--- src/rtl/mbx_pkg.sv ---
package mbx_pkg;

  typedef enum logic {
    SIDE_LEFT  = 1'b0,
    SIDE_RIGHT = 1'b1
  } side_e;

  // Mailbox location owned by a side: the right side owns the top entry,
  // the left side owns the entry just below it.
  function automatic logic [31:0] mbx_addr(input int aw, input side_e owner);
    logic [63:0] span;
    span = 64'd1 << aw;
    if (owner == SIDE_RIGHT) return span[31:0] - 32'd1;
    else                     return span[31:0] - 32'd2;
  endfunction

  function automatic logic acc_write(input logic ce_n, input logic rw_n);
    return !ce_n && !rw_n;
  endfunction

  function automatic logic acc_read(input logic ce_n, input logic rw_n,
                                    input logic oe_n);
    return !ce_n && rw_n && !oe_n;
  endfunction

endpackage

--- src/rtl/mbx_port_decode.sv ---
module mbx_port_decode
  import mbx_pkg::*;
#(
  parameter int    AW   = 17,
  parameter side_e SIDE = SIDE_LEFT
) (
  input  logic          ce_n,
  input  logic          rw_n,
  input  logic          oe_n,
  input  logic [AW-1:0] addr,
  output logic          wr_peer,
  output logic          rd_own
);
  localparam side_e       PEER     = (SIDE == SIDE_LEFT) ? SIDE_RIGHT : SIDE_LEFT;
  localparam logic [31:0] OWN_FULL  = mbx_addr(AW, SIDE);
  localparam logic [31:0] PEER_FULL = mbx_addr(AW, PEER);
  localparam logic [AW-1:0] OWN_A  = OWN_FULL[AW-1:0];
  localparam logic [AW-1:0] PEER_A = PEER_FULL[AW-1:0];

  logic is_wr, is_rd;

  always_comb begin
    is_wr   = acc_write(ce_n, rw_n);
    is_rd   = acc_read(ce_n, rw_n, oe_n);
    wr_peer = is_wr && (addr == PEER_A);
    rd_own  = is_rd && (addr == OWN_A);
  end
endmodule

--- src/rtl/mbx_irq_flag.sv ---
module mbx_irq_flag (
  input  logic clk,
  input  logic rst_n,
  input  logic set_evt,
  input  logic clr_evt,
  output logic irq_n
);
  logic pend_q;

  always_ff @(posedge clk) begin
    if (!rst_n)       pend_q <= 1'b0;
    else if (set_evt) pend_q <= 1'b1;
    else if (clr_evt) pend_q <= 1'b0;
  end

  assign irq_n = ~pend_q;
endmodule

--- src/rtl/mbx_irq_ctrl.sv ---
module mbx_irq_ctrl
  import mbx_pkg::*;
#(
  parameter int AW = 17
) (
  input  logic          clk,
  input  logic          rst_n,
  input  logic          l_ce_n,
  input  logic          l_rw_n,
  input  logic          l_oe_n,
  input  logic [AW-1:0] l_addr,
  input  logic          r_ce_n,
  input  logic          r_rw_n,
  input  logic          r_oe_n,
  input  logic [AW-1:0] r_addr,
  output logic          l_irq_n,
  output logic          r_irq_n
);
  localparam int NSIDE = 2;

  logic [NSIDE-1:0]         ce_n_v, rw_n_v, oe_n_v;
  logic [NSIDE-1:0][AW-1:0] addr_v;
  logic [NSIDE-1:0]         wr_peer_v, rd_own_v;
  // Named events per owning side (index 0 left, 1 right) for the checker.
  logic [NSIDE-1:0]         set_evt, clr_evt;
  logic [NSIDE-1:0]         irq_n_v;

  assign ce_n_v = {r_ce_n, l_ce_n};
  assign rw_n_v = {r_rw_n, l_rw_n};
  assign oe_n_v = {r_oe_n, l_oe_n};
  assign addr_v = {r_addr, l_addr};

  for (genvar s = 0; s < NSIDE; s++) begin : g_side
    mbx_port_decode #(
      .AW   (AW),
      .SIDE (side_e'(s))
    ) u_dec (
      .ce_n    (ce_n_v[s]),
      .rw_n    (rw_n_v[s]),
      .oe_n    (oe_n_v[s]),
      .addr    (addr_v[s]),
      .wr_peer (wr_peer_v[s]),
      .rd_own  (rd_own_v[s])
    );

    // A side's flag is set by the other side writing to it, cleared by itself.
    assign set_evt[s] = wr_peer_v[NSIDE-1-s];
    assign clr_evt[s] = rd_own_v[s];

    mbx_irq_flag u_flag (
      .clk     (clk),
      .rst_n   (rst_n),
      .set_evt (set_evt[s]),
      .clr_evt (clr_evt[s]),
      .irq_n   (irq_n_v[s])
    );
  end

  assign l_irq_n = irq_n_v[0];
  assign r_irq_n = irq_n_v[1];
endmodule

--- config.mk ---
export PLATFORM = sky130hd
export DESIGN_NAME = mbx_irq_ctrl
export DESIGN_NICKNAME = d
export VERILOG_FILES = /design/src/rtl/mbx_pkg.sv /design/src/rtl/mbx_port_decode.sv /design/src/rtl/mbx_irq_flag.sv /design/src/rtl/mbx_irq_ctrl.sv
export SDC_FILE = /design/constraint.sdc
export NUM_CORES = 1
export LEC_CHECK = 0
export BUFFER_PORTS_ARGS = -buffer_cell sky130_fd_sc_hd__buf_4
export CAP_MARGIN = 30
export CORE_AREA = 2 2 39 41
export DETAILED_ROUTE_END_ITERATION = 8
export DIE_AREA = 0 0 41 43
export PLACE_DENSITY = 0.61
export SLEW_MARGIN = 20
export SYNTH_ARGS = -nofsm -noshare
export SYNTH_HDL_FRONTEND = slang
export SYNTH_HIERARCHICAL = 1
export SYNTH_SLANG_ARGS = --single-unit
--- constraint.sdc ---
create_clock -name clk -period 3.75 [get_ports clk]
set_input_delay 0.5625 -clock clk [delete_from_list [all_inputs] [get_ports clk]]
set_output_delay 0.5625 -clock clk [all_outputs]
set_load 0.03 [all_outputs]
==> out/metrics.yaml <==
sta:
  clock-skew-final_ns: 0
  finalSetupTns_ns: 0
  whs_ns: 0.554
  slew_headroom_pct: 83.4
  worstMarginPinSlew_ns: 0.247
  finalSetupViolCount: 0
  hold_viol: 0
  max_freq_mhz: 685
  grt_setup_unrepaired: "no"
  drv_slew: 0
  fin_crit_sh_pct: 38.9
  timing.final.crit_period_ns: 1.46
detailed_routing:
  routed_wl_um: 898
  antenna_left: 0
  drt_iter0_markers: 2
  via_per_inst: 4.13
  dr_total_vias: 372
  drc_errors: 0
  drt_pass1_iterations: 2
  wl_per_cell_um: 9.98
clocking:
  path_clk_slew_ns: 0.03
  cts_buffer_depth: 2
  cts.htree.levels: 1
  post_cts_buffers: 0
  tritoncts: "built"
  hold_buffers: 0
  cts_resized: 0
  clock_latency_ns: 0.22
  numCtsBuffers: 3
  clock-sinks: 2
  cts_root_buf: "clkbuf_4"
yosys:
  syn_inst: 28
  syn_area_per_cell_um2: 7.15
  yosysTopAreaCell: "dfxtp_1"
  synth_area_leaders: "dfxtp_1 20%, nand4_1 19%, nand2_1 9.4%"
  ys_types: 14
  synth_top_cell_area_share_pct: 20.0
  yosys_warnings: 6
  yosysSeqAreaShare_pct: 20.0
  synth-seq-cells: 2
  synth_nets: 70
  netlist_area_um2: 200
global_routing:
  antenna_found_initial: 0
  grtUsageTotal_pct: 12.4
  grt_overflow: 0
  grtUsageMet1_pct: 15.0
  gr-usage-met2_pct: 18.1
  grt_busiest_layer: "met2"
  grt_pass1_vias: 366
  grt_pass1_wl_um: 1470
  grt_max_degree: 3
  met3_usage_pct: 9.95
run:
  maxCapViolations: 0
floorplan:
  dieHeight_um: 43
  num_rows: 14
  dieArea_um2: 1760
  ios: 44
  initial_utilization_pct: 14.5
  fp.coreArea_um2: 1380
  die_w_um: 41
layout:
  finalNonFillerCells: 90
  area_growth_pct: 182
  antenna_cells: 0
  top_regs: "g_side.u_flag/pend_q: 2 flops"
  drive_above_1_share_pct: 64.9
  regMostFlops: "g_side.u_flag/pend_q"
  final_cell_mix: "43 x buf_4, 6 x nand4_1, 5 x nand2_1"
  fin_nets: 118
  mostFrequentLayoutCell: "buf_4"
  largest_reg_flops: 2
  final_util_pct: 40.9
hold_path:
  min_path_type: "input pin to register"
pwr:
  ir_worst_vdd_mv: 0.127
  p_total_mw: 0.105
  power.density_nw_per_um2: 186
  total_leakage_power_nw: 0.277
placed_design:
  hpwl_um: 801
  finalWeightedCongestion: 0.542
  dp_cells: 87
  portBuffers: 43
setup_path:
  required_ns: 3.87
  crit_fanout: 2
  critPathCaptureType: "register"
  criticalPathCategory: "input pin to register"
  crit_arrival_ns: 1.58
  startpoint_type: "input pin"
status:
  status: "completed"
through the flow:
stage	area (um2)	setup WS, ns
2_1_floorplan	200	2.18
3_3_place_gp	543	2.07
3_5_place_dp	543	2.05
4_1_cts	566	2.29
5_1_grt	566	2.23
6_report	566	2.29
layer usage:
metal	wire length [um]	part of all wire, %
met5	0	0
met1	353	39
met3	89	9.9
met4	0	0
met2	454	51
worst max-delay path, cell delays in order:
cell and delay (ns):
buf_4 0.08, nand4_1 0.09, or3_4 0.38, nor4_2 0.24, nor2b_1 0.07, o21a_1 0.16
kinds of logic (layout without fill, tap and decap cells):
| family | count (synthesis) | after routing | share of synthesized area, % |
|---|---|---|---|
| AND/OR/NAND/NOR | 22 | 22 | 68.8 |
| AO/OA/AOI/OAI | 2 | 2 | 7.50 |
| flip-flops | 2 | 2 | 20.0 |
| buffers and inverters | 2 | 48 | 3.75 |
layout make-up:
| cell class | instances | area, um2 |
|---|---|---|
| Fill cell | 160 | 818 |
| Timing Repair Buffer | 43 | 323 |
| Multi-Input combinational cell | 24 | 153 |
| Sequential cell | 2 | 40.0 |
| Clock buffer | 3 | 22.5 |
| Tap cell | 16 | 20.0 |
| Inverter | 2 | 7.51 |
Yosys cell counts, drive strengths merged:
| library cell | instances |
|---|---|
| and4 | 1 |
| and4b | 1 |
| dfxtp | 2 |
| inv | 2 |
| nand2 | 5 |
| nand4 | 6 |
| nor2 | 1 |
| nor2b | 2 |
| nor3 | 2 |
| nor4 | 2 |
| o21a | 2 |
| or3 | 2 |
report_power, final:
group,internal (mW),switching [mW],leakage [nW]
logic,0.0281,0.00747,0.247
registers,0.0214,0.0000000436,0.0161
clock network,0.0354,0.0129,0.0138
total,0.0849,0.0204,0.277
final timing paths:
check | start | endpoint | slack, ns | cells after the start
max | r_addr[13] | g_side[1].u_flag/pend_q | 2.29 | 6
min | rst_n | g_side[1].u_flag/pend_q | 0.55 | 2
max reg2reg | g_side[1].u_flag/pend_q | g_side[1].u_flag/pend_q | 3.06 | 2
min reg2reg | g_side[1].u_flag/pend_q | g_side[1].u_flag/pend_q | 0.59 | 2
Power figures use the tool's default switching activity.
